<file path="config.mk">
export PLATFORM = sky130hd
export DESIGN_NAME = irq_ctrl
export DESIGN_NICKNAME = d
export VERILOG_FILES = /design/src/rtl/irq_pkg.sv /design/src/rtl/irq_pend.sv /design/src/rtl/irq_prio_enc.sv /design/src/rtl/irq_regs.sv /design/src/rtl/irq_ctrl.sv
export SDC_FILE = /design/constraint.sdc
export NUM_CORES = 1
export LEC_CHECK = 0
export ABC_AREA = 1
export CAP_MARGIN = 40
export CORE_ASPECT_RATIO = 0.75
export CORE_MARGIN = 3
export CORE_UTILIZATION = 40
export CTS_BUF_LIST = sky130_fd_sc_hd__clkbuf_2 sky130_fd_sc_hd__clkbuf_4 sky130_fd_sc_hd__clkbuf_8
export DETAILED_ROUTE_END_ITERATION = 10
export GPL_TIMING_DRIVEN = 0
export PLACE_DENSITY_LB_ADDON = 0.12
export SLEW_MARGIN = 0
export SYNTH_ARGS = -nofsm -noshare
export SYNTH_HDL_FRONTEND = slang
export SYNTH_HIERARCHICAL = 1
export SYNTH_SLANG_ARGS = --single-unit
</file>
<file path="constraint.sdc">
create_clock -name clk_i -period 2.6 [get_ports clk_i]
set_input_delay 0.65 -clock clk_i [delete_from_list [all_inputs] [get_ports clk_i]]
set_output_delay 0.65 -clock clk_i [all_outputs]
set_load 0.02 [all_outputs]
</file>
<file path="src/rtl/irq_pkg.sv">
package irq_pkg;
  localparam int unsigned N_GEN     = 7;
  localparam int unsigned N_DIG     = 8;
  localparam int unsigned N_SRC     = N_GEN + N_DIG;
  localparam int unsigned SEL_W     = $clog2(N_SRC);
  localparam int unsigned DATA_W    = 8;
  localparam int unsigned VEC_W     = 16;
  localparam int unsigned VEC_SHIFT = 2;

  typedef enum logic [1:0] {
    REG_MSK_GEN = 2'd0,
    REG_MSK_DIG = 2'd1,
    REG_VEC     = 2'd2,
    REG_CTRL    = 2'd3
  } reg_addr_e;

  // index+1 keeps every real source off the null vector
  function automatic logic [VEC_W-1:0] vec_of(input logic [SEL_W-1:0] sel);
    logic [VEC_W-1:0] v;
    v = VEC_W'(sel) + VEC_W'(1);
    return v << VEC_SHIFT;
  endfunction
endpackage

</file>
<file path="src/rtl/irq_pend.sv">
module irq_pend #(
  parameter int unsigned N = 15
) (
  input  logic         clk_i,
  input  logic         rst_ni,
  input  logic [N-1:0] src_i,
  input  logic         clr_all_i,
  input  logic [N-1:0] clr_one_i,
  output logic [N-1:0] pend_o,
  output logic [N-1:0] edge_o
);
  logic [N-1:0] src_q;
  logic [N-1:0] pend_q;

  for (genvar i = 0; i < N; i++) begin : g_src
    assign edge_o[i] = src_i[i] & ~src_q[i];

    always_ff @(posedge clk_i or negedge rst_ni) begin
      if (!rst_ni) begin
        src_q[i]  <= 1'b0;
        pend_q[i] <= 1'b0;
      end else begin
        src_q[i] <= src_i[i];
        // new edge wins over any clear
        if (edge_o[i])                        pend_q[i] <= 1'b1;
        else if (clr_all_i || clr_one_i[i])   pend_q[i] <= 1'b0;
      end
    end
  end

  assign pend_o = pend_q;
endmodule

</file>
<file path="src/rtl/irq_prio_enc.sv">
module irq_prio_enc #(
  parameter int unsigned N     = 15,
  parameter int unsigned SEL_W = $clog2(N)
) (
  input  logic [N-1:0]     req_i,
  output logic             valid_o,
  output logic [SEL_W-1:0] sel_o
);
  // lowest index is highest priority
  always_comb begin
    valid_o = 1'b0;
    sel_o   = '0;
    for (int i = N - 1; i >= 0; i--) begin
      if (req_i[i]) begin
        valid_o = 1'b1;
        sel_o   = SEL_W'(i);
      end
    end
  end
endmodule

</file>
<file path="src/rtl/irq_regs.sv">
module irq_regs
  import irq_pkg::*;
#(
  parameter int unsigned NG = N_GEN,
  parameter int unsigned ND = N_DIG,
  parameter int unsigned DW = DATA_W
) (
  input  logic             clk_i,
  input  logic             rst_ni,
  input  logic             we_i,
  input  logic [1:0]       addr_i,
  input  logic [DW-1:0]    wdata_i,
  input  logic [DW-1:0]    vec_lo_i,
  output logic [DW-1:0]    rdata_o,
  output logic [NG+ND-1:0] mask_o,
  output logic             gie_o,
  output logic             clr_all_o
);
  logic [NG-1:0] gen_q;
  logic [ND-1:0] dig_q;
  logic          gie_q;
  reg_addr_e     addr;

  assign addr = reg_addr_e'(addr_i);

  always_ff @(posedge clk_i or negedge rst_ni) begin
    if (!rst_ni) begin
      gen_q <= '0;
      dig_q <= '0;
      gie_q <= 1'b0;
    end else if (we_i) begin
      case (addr)
        REG_MSK_GEN: gen_q <= wdata_i[NG-1:0];
        REG_MSK_DIG: dig_q <= wdata_i[ND-1:0];
        REG_CTRL:    gie_q <= wdata_i[0];
        default:     ;
      endcase
    end
  end

  always_comb begin
    case (addr)
      REG_MSK_GEN: rdata_o = DW'(gen_q);
      REG_MSK_DIG: rdata_o = DW'(dig_q);
      REG_VEC:     rdata_o = vec_lo_i;
      default:     rdata_o = DW'(gie_q);
    endcase
  end

  assign clr_all_o = we_i && (addr == REG_VEC);
  assign mask_o    = {dig_q, gen_q};
  assign gie_o     = gie_q;
endmodule

</file>
<file path="src/rtl/irq_ctrl.sv">
module irq_ctrl
  import irq_pkg::*;
(
  input  logic              clk_i,
  input  logic              rst_ni,
  input  logic [N_GEN-1:0]  src_gen_i,
  input  logic [N_DIG-1:0]  src_dig_i,
  input  logic              we_i,
  input  logic [1:0]        addr_i,
  input  logic [DATA_W-1:0] wdata_i,
  output logic [DATA_W-1:0] rdata_o,
  output logic              irq_o,
  input  logic              ack_i,
  output logic [VEC_W-1:0]  vec_o
);
  logic [N_SRC-1:0] src_w, pend_w, edge_w, mask_w, req_w, clr_one_w;
  logic             clr_all_w, gie_w, valid_w, irq_q;
  logic [SEL_W-1:0] sel_w;

  assign src_w = {src_dig_i, src_gen_i};

  irq_regs #(.NG(N_GEN), .ND(N_DIG), .DW(DATA_W)) u_regs (
    .clk_i     (clk_i),
    .rst_ni    (rst_ni),
    .we_i      (we_i),
    .addr_i    (addr_i),
    .wdata_i   (wdata_i),
    .vec_lo_i  (vec_o[DATA_W-1:0]),
    .rdata_o   (rdata_o),
    .mask_o    (mask_w),
    .gie_o     (gie_w),
    .clr_all_o (clr_all_w)
  );

  irq_pend #(.N(N_SRC)) u_pend (
    .clk_i     (clk_i),
    .rst_ni    (rst_ni),
    .src_i     (src_w),
    .clr_all_i (clr_all_w),
    .clr_one_i (clr_one_w),
    .pend_o    (pend_w),
    .edge_o    (edge_w)
  );

  assign req_w = pend_w & mask_w;

  irq_prio_enc #(.N(N_SRC), .SEL_W(SEL_W)) u_enc (
    .req_i   (req_w),
    .valid_o (valid_w),
    .sel_o   (sel_w)
  );

  assign vec_o = valid_w ? vec_of(sel_w) : '0;

  for (genvar i = 0; i < N_SRC; i++) begin : g_clr
    assign clr_one_w[i] = ack_i && valid_w && (sel_w == SEL_W'(i));
  end

  always_ff @(posedge clk_i or negedge rst_ni) begin
    if (!rst_ni) irq_q <= 1'b0;
    else         irq_q <= gie_w && valid_w;
  end

  assign irq_o = irq_q;
endmodule

</file>
==> results of run 1 <==
repair_timing:
item | in CTS | in global routing
setup buffers | 6 | 3
setup endpoints to repair | 13 | 13
resized for setup | 74 | 13
pin swaps | 9 | 13
flip-flops by register name, summed over array words and instances (netlist names):
signal and count:
u_regs/dig_q 8, u_pend/src_q 15, u_regs/gen_q 7, irq_o 1
u_pend/pend_o 15, u_regs/gie_o 1
power by group:
part | leakage [µW] | internal, µW | switching [µW]
registers | 0.000547 | 840 | 78.6
clock network | 0.0000446 | 199 | 249
logic | 0.00126 | 432 | 634
total | 0.00186 | 1470 | 961
how the worst max path moves through the flow:
stage	from	end	slack, ns	depth (start not counted)
finish	u_pend/pend_o[13]	rdata_o[3]	-0.42	16
global route	u_regs/dig_q[5]	rdata_o[4]	-0.61	21
CTS	u_regs/gen_q[0]	rdata_o[5]	-0.43	13
detailed placement	u_regs/dig_q[5]	rdata_o[4]	-0.73	21
global placement	u_regs/dig_q[5]	rdata_o[4]	-0.68	21
floorplan	u_regs/dig_q[5]	rdata_o[4]	-0.07	20
worst register-to-register path, delay by kind of cell (launching register included):
family	cells	cell delay (ns)
fa+ha+maj	1	0.13
buf+inv	4	0.33
flops	1	0.41
simple gates	17	1.18
compound gates	1	0.21
routing by layer:
layer | vias to the layer above | global-route usage | wire (µm)
met2 | 51 | 0.282 | 2790
met5 | - | 0 | 0
met4 | 0 | 0.0568 | 58
li1 | 1158 | - | -
met1 | 1007 | 0.249 | 2880
met3 | 5 | 0.0380 | 380
final cells by class:
class,count,area share
clock buffer,6,0.0228
buffer,15,0.0358
multi-input combinational,247,0.351
tap,78,0.0291
sequential,47,0.351
clock inverter,2,0.00373
inverter,56,0.0635
timing repair buffer,50,0.144
cells in the final DEF (no fill, tap or decap), types with 2 or more instances in the layout:
master,instances
sky130_fd_sc_hd__nand2_1,143
sky130_fd_sc_hd__dfrtp_1,47
sky130_fd_sc_hd__inv_1,42
sky130_fd_sc_hd__nor2_1,36
sky130_fd_sc_hd__clkdlybuf4s50_1,25
sky130_fd_sc_hd__buf_4,24
sky130_fd_sc_hd__nand3_1,16
sky130_fd_sc_hd__conb_1,14
sky130_fd_sc_hd__inv_2,13
sky130_fd_sc_hd__buf_6,9
sky130_fd_sc_hd__nand3_2,5
sky130_fd_sc_hd__nand2_2,5
sky130_fd_sc_hd__nor2_4,5
sky130_fd_sc_hd__clkbuf_8,5
sky130_fd_sc_hd__nor3_1,3
sky130_fd_sc_hd__nor2_2,2
sky130_fd_sc_hd__a21oi_2,2
sky130_fd_sc_hd__ha_4,2
sky130_fd_sc_hd__ha_1,2
sky130_fd_sc_hd__buf_2,2
sky130_fd_sc_hd__clkdlybuf4s15_2,2
sky130_fd_sc_hd__nand4_1,2
metrics by stage:
stage	hold slack (ns)	setup TNS (ns)	std cells	total power [µW]	area [µm²]
finish	0.300	-3.26	501	2430	3350
global route	0.324	-5.22	501	2620	3350
CTS	0.310	-3.40	498	2380	3310
detailed placement	0.460	-6.21	484	1840	3120
global placement	0.460	-28.87	483	1830	3100
floorplan	0.354	-0.0728	365	1500	2610
==> summary.md, run 1 <==
For this design the ratio of total power to cell area is 725 nW/µm². The tree built by TritonCTS fans out to 47 sinks. Setup repair after global routing could not meet its margin everywhere. The logs give 0 for the number of hold violations in the final report and 10 for the final setup violation count.

The final layout contains routed wiring with a total length of 6110 µm. The tools report the worst endpoint required time as 1.95 ns. In this run, CTS created clock tree buffers numbering 5. STA classifies the critical path endpoint as a primary output. The number of cell instances on the worst register-to-register path works out to 23. The number of H-tree levels is 2. The post-layout worst setup margin is -0.424 ns.

Synthesis handed over a netlist of 352 instances. Launching element type of the critical path: a flip-flop. The tree is rooted in a sky130_fd_sc_hd__clkbuf_8. The worst slack after detailed placement was -0.729 ns. The number of slew-limit violations in the final report came out at 0. The count of nets after finishing came out at 455. The worst endpoint data arrival time is 2.37 ns. Grouping stages by cell kind, the critical path spends the most delay in simple AND/OR/NAND/NOR gates.

The sum of buffers and inverters on the critical path was 4. The final cell utilization of the core was 0.564. 54 I/O pins were placed. The run gives 0.00186 µW as the cell leakage power.

The final critical-path required period was 3.02 ns. Across the routed clock network, the largest skew measured is 0.00879 ns. For the area of the mapped netlist, the log shows 2520 µm². The most repeated library cell on the critical path is sky130_fd_sc_hd__nand3_1.

For the normalized max-slew margin, the log shows 0.460. The relative area change from synthesis to final layout was 32.8%; the multi-input gate area in the final layout was 1170 µm². The capture instance of the worst register-to-register path was u_pend/pend_o[13]. The number of antenna violations at the first check in global routing was 0. Across the run, the number of max-cap violations was 0. The clock passes through at most 2 buffers.

The starting density of the core is 0.425, and the weighted congestion reported at the end of routability-driven placement is 0.873. Before antenna repair, the detailed router went through 5 iterations. The port buffer count works out to 40. The CTS clock-pin slew for the worst setup and hold paths works out to 0.09 ns.

In this run the register-to-register setup slack is 0.25 ns. The starting DRC count in detailed routing came out at 116. The number of diodes added for antenna fixing is 0. The maximum cell stage delay along the critical path came out at 0.39 ns. TritonCTS built the clock tree.

Summed over all nets, the half-perimeter wirelength after detailed placement is 4600 µm. The total area inside the core boundary comes to 5950 µm². Of all nets on the critical path, the largest fanout is 4. The filler cells instantiated in the layout total 562.

Die footprint: 7310 µm². The largest individual stage delay along the critical path comes from the cell sky130_fd_sc_hd__dfrtp_1. In the final layout, flip-flops and latches occupy 1180 µm². The die extent in x works out to 97.7 µm. The worst register-to-register path begins at u_regs/dig_q[5]. For this run, the number of Yosys warnings is 6. Fraction of final layout cells with drive strength greater than 1: 0.208.

In the routed layout, each cell is associated on average with a via count of 4.43. In this run the vertical extent of the chip is 74.8 µm. The routed layout has 2221 vias. For this design, the CTS-stage hold fixing added 0 buffers. Walking the worst path, the cells encountered are nand2_1, inv_2, nor2_1, nand2_1, nand3_1, nand3_1, nand3_1, a21oi_1, a21oi_2, inv_1, ha_4, nand2_2, inv_2, nand2_2, nand3_2, buf_6.

The run gives 0.178 as the global routing usage summed across all routing layers. In this run the remaining antenna-violating nets after routing total 0. The type of the worst setup path was reg -> out. Entering global routing, the biggest net connects 29 pins. The via count of the first global-routing pass came out at 2159. The run finished, with violations left. The final worst-path cycle share is 1.16, and the highest clock rate is 331 MHz. For the number of placement rows, the log shows 24.

The actual transition at the worst max-transition pin was 0.803 ns; the wire length of the first global-routing pass was 10200 µm. The final reports fail on setup timing. The average footprint of a synthesized cell was 7.17 µm². The total overflow left after global routing is 0.

After detailed routing, the number of remaining DRC violations is 0. The average routed wire per standard cell is 12.2 µm. In this run the worst hold path is classified as in -> async. For the worst-skew pair, the clock arrives at the later sink with an insertion delay of 0.30 ns. VDD sags by at most 0.263 mV.
(Power assumes the default switching activity.)
==> run 2, diff against run 1 <==
--- a/config.mk
+++ b/config.mk
@@ -8,7 +8,7 @@
 export ABC_AREA = 1
 export CAP_MARGIN = 40
 export CORE_ASPECT_RATIO = 0.75
-export CORE_MARGIN = 3
+export CORE_MARGIN = 1
 export CORE_UTILIZATION = 40
 export CTS_BUF_LIST = sky130_fd_sc_hd__clkbuf_2 sky130_fd_sc_hd__clkbuf_4 sky130_fd_sc_hd__clkbuf_8
 export DETAILED_ROUTE_END_ITERATION = 10
==> run 2 against run 1 <==
Against the previous run:
- the flow still finishes with violations (setup timing)
- sequential share of layout area is 0.59 points lower
- sequential power hardly changed
- highest routed layer unchanged
- die area is 9.2% lower
- first-iteration DRC count is 33% lower
- critical path type unchanged
- core utilization is 0.97 points higher
- largest cell class is now multi-input combinational cells
- register-to-register slack better by 0.02 ns
- wire length is 0.98% lower
==> summary.md, run 2 (synthesis gave the netlist of run 1 again) <==
Following the worst setup path forward leads to its endpoint at rdata_o[3]. Leaving out fill and tap cells, the most frequent cells in the layout are 143 x sky130_fd_sc_hd__nand2_1, 47 x sky130_fd_sc_hd__dfrtp_1, 42 x sky130_fd_sc_hd__inv_1. Die footprint: 6640 µm² (-9.2%). The remaining routing DRC violations is 0 (unchanged). The total vias in the final route was 2273 (+2.3%). The reported max-cap violation count is 0 (unchanged), and the via-per-instance ratio is 4.48 (+1.1%).

The largest driver fanout on the critical path is 4 (unchanged), and the total power density per cell area is 746 nW/µm² (+2.8%). The routed wire length came out at 6050 µm (-0.98%). The worst register-to-register path begins at u_regs/dig_q[5]. The pin count of the biggest net entering global routing came out at 30 (+3.4%). The tools report the number of H-tree levels as 2 (unchanged). Length of the first detailed-routing pass in iterations: 4 (-1).

The number of slew-limit violations in the final report was 0 (unchanged); the number of cells in the finished layout apart from fillers was 507 (+1.2%). The global routing usage summed across all routing layers was 0.202 (+0.0235); the insertion delay to the later sink of the worst-skew pair was 0.30 ns (about the same). The core outline area came out at 5950 µm² (unchanged). For the number of I/O pins, the log shows 54 (unchanged). The final worst-path cycle share is 1.16 (about the same), and the number of cell instances on the worst register-to-register path is 23 (unchanged). The sink count of the clock tree was 47 (unchanged). The weighted congestion reported at the end of routability-driven placement came out at 0.832 (-4.7%). The tools report the number of routed nets with antenna violations as 0 (unchanged). The area growth from synthesis to layout is 35.0%. The number of hold violations in the final report is 0 (unchanged), and the number of diodes added for antenna fixing is 0 (unchanged).

Average routed wire per standard cell: 11.9 µm (-2.2%). The cell leakage power came out at 0.00189 µW (+1.7%). TritonCTS built the clock tree. Clock tree synthesis selected as its root buffer the cell sky130_fd_sc_hd__clkbuf_8. The setup skew after layout was 0.00662 ns (-0.00217 ns).

Total congestion overflow after global routing: 0 (unchanged). The tools report the starting DRC count in detailed routing as 78 (-33%). The tools report the number of fillers in the final layout as 582 (+3.6%). The post-route worst hold slack is 0.284 ns (-0.0159 ns), and the peak supply drop is 0.255 mV (-3.2%). For the number of hold buffers added after cts, the log shows 0 (unchanged). The number of buffers created by CTS came out at 5 (unchanged). The final critical-path required period is 3.03 ns (+0.00263 ns), and the post-layout worst setup margin is -0.426 ns (-0.00263 ns).

The die extent in x works out to 93.7 µm (-4.1%). The run gives 461 (+1.3%) as the count of nets after finishing. The capture instance of the worst register-to-register path is u_pend/pend_o[13]. The type of the worst setup path is reg -> out. The half-perimeter wire length after placement was 4620 µm (+0.42%). The tools report the launching element type of the critical path as a flip-flop. The run gives 0.27 ns (+0.02 ns) as the setup slack of the worst register-to-register path.

Tracing the worst setup path back leads to its startpoint at u_regs/dig_q[5]. The actual transition at the worst max-transition pin is 0.839 ns (+0.0359 ns), and the final total power is 2540 µW (+4.6%). The number of placement rows is 24 (unchanged), and the port buffer count is 40 (unchanged). The maximum root-to-sink buffer count came out at 2 (unchanged). Setup repair after global routing could not meet its margin everywhere. The checks that failed: setup timing. STA classifies the critical path endpoint as a primary output. The wire length of the first global-routing pass is 10100 µm (-1.2%).

The die outline height works out to 70.8 µm (-5.3%). The tools report the number of placed cells counting well taps as 484 (unchanged). The type of the most critical hold path is in -> async. The fraction of final layout cells with drive strength greater than 1 was 0.214 (+0.00641); the starting density of the core was 0.425 (unchanged). The worst endpoint required time was 1.95 ns (about the same); the number of antenna violations at the first check in global routing was 0 (unchanged). The via count of the first global-routing pass is 2129 (-1.4%). The logs give 2.38 ns (about the same) for the worst endpoint data arrival time and 0.436 (-0.0241) for the normalized max-slew margin. The final setup violation count came out at 10 (unchanged).

Leaving out fill and tap cells, the most frequent cell in the layout is sky130_fd_sc_hd__nand2_1. The run finished, with violations left. The CTS clock-pin slew for the worst setup and hold paths was 0.09 ns (about the same); the highest clock rate was 330 MHz (about the same).
-- run 2: cell types whose count changed in the layout (fill, tap and decap cells not counted), sizes merged --
| cell | change |
|---|---|
| buf | +6 |
| dlygate4sd2 | +3 |
| clkbuf | -1 |
| clkdlybuf4s15 | -1 |
| dlymetal6s2s | -1 |
-- run 2: report_power, final --
part	internal, µW	switching (µW)
registers	840	76.9
logic	500	659
clock network	217	250
-- run 2: cell type report --
type                    instances  area [µm²]  area share
inverters                      56         213      0.0624
clock buffers                   6        82.6      0.0242
well taps                      78        97.6      0.0286
clock inverters                 2        16.3     0.00477
multi-input cells             247        1180       0.346
flip-flops and latches         47        1180       0.345
plain buffers                  15         120      0.0352
repair buffers                 56         524       0.154
-- run 2: what timing repair did --
action / CTS / global route
endpoints found under the setup margin: 13 / 10
pin swaps: 9 / 7
cloned: 0 / 0
setup buffers: 8 / 7
gates resized for setup: 77 / 7
-- run 2: critical path, cell delays in order (launching register included) --
cell                      delay [ns]
sky130_fd_sc_hd__dfrtp_1        0.41
sky130_fd_sc_hd__nand2_1        0.08
sky130_fd_sc_hd__inv_2          0.05
sky130_fd_sc_hd__inv_2          0.04
sky130_fd_sc_hd__nand2_1        0.04
sky130_fd_sc_hd__nand2_1        0.05
sky130_fd_sc_hd__nand2_1        0.04
sky130_fd_sc_hd__nand2_1        0.05
sky130_fd_sc_hd__nand2_1        0.05
sky130_fd_sc_hd__nand2_1        0.05
sky130_fd_sc_hd__nand2_1        0.04
sky130_fd_sc_hd__nand2_1        0.05
sky130_fd_sc_hd__nand2_1        0.05
sky130_fd_sc_hd__nand2_1        0.07
sky130_fd_sc_hd__nand2_2        0.07
sky130_fd_sc_hd__a21oi_4        0.21
sky130_fd_sc_hd__inv_2          0.09
sky130_fd_sc_hd__ha_4           0.27
sky130_fd_sc_hd__nand2_2        0.04
sky130_fd_sc_hd__inv_2          0.06
sky130_fd_sc_hd__nand2_2        0.05
sky130_fd_sc_hd__nand3_2        0.09
sky130_fd_sc_hd__buf_6          0.12
-- run 2: stage by stage --
stage               setup slack (ns)  instance area (µm²)  utilization  TNS, ns
global route                  -0.576                 3410        0.573    -4.76
floorplan                    -0.0728                 2610            -  -0.0728
global placement              -0.690                 3100        0.522   -28.52
CTS                           -0.453                 3330        0.560    -3.51
detailed placement            -0.751                 3120        0.524    -6.60
finish                        -0.426                 3410        0.573    -3.21
-- run 2: how the worst min path moves through the flow --
stage                            startpoint           endpoint  slack, ns  cells past startpoint
after floorplan                      rst_ni              irq_o       0.35                      0
after global placement    u_pend/pend_o[10]  u_pend/pend_o[10]       0.46                      2
after detailed placement  u_pend/pend_o[14]  u_pend/pend_o[14]       0.46                      2
after CTS                            rst_ni    u_pend/src_q[0]       0.30                      1
after global routing                 rst_ni   u_pend/pend_o[7]       0.31                      1
final                                rst_ni   u_pend/pend_o[9]       0.28                      1
-- run 2: routing by layer --
layer / vias to the layer above / share of wire / global-route usage
met4: 0 / 0.011 / 0.0462
met3: 10 / 0.039 / 0.0398
met5: - / 0 / 0
met2: 52 / 0.43 / 0.298
met1: 1040 / 0.52 / 0.305
li1: 1171 / - / -
==> run 3, diff against run 2 <==
--- a/config.mk
+++ b/config.mk
@@ -11,6 +11,7 @@
 export CORE_MARGIN = 1
 export CORE_UTILIZATION = 40
 export CTS_BUF_LIST = sky130_fd_sc_hd__clkbuf_2 sky130_fd_sc_hd__clkbuf_4 sky130_fd_sc_hd__clkbuf_8
+export CTS_CLUSTER_SIZE = 12
 export DETAILED_ROUTE_END_ITERATION = 10
 export GPL_TIMING_DRIVEN = 0
 export PLACE_DENSITY_LB_ADDON = 0.12
==> results of run 3 <==
No change in the layout: final DEF, timing and power equal those of run 2.
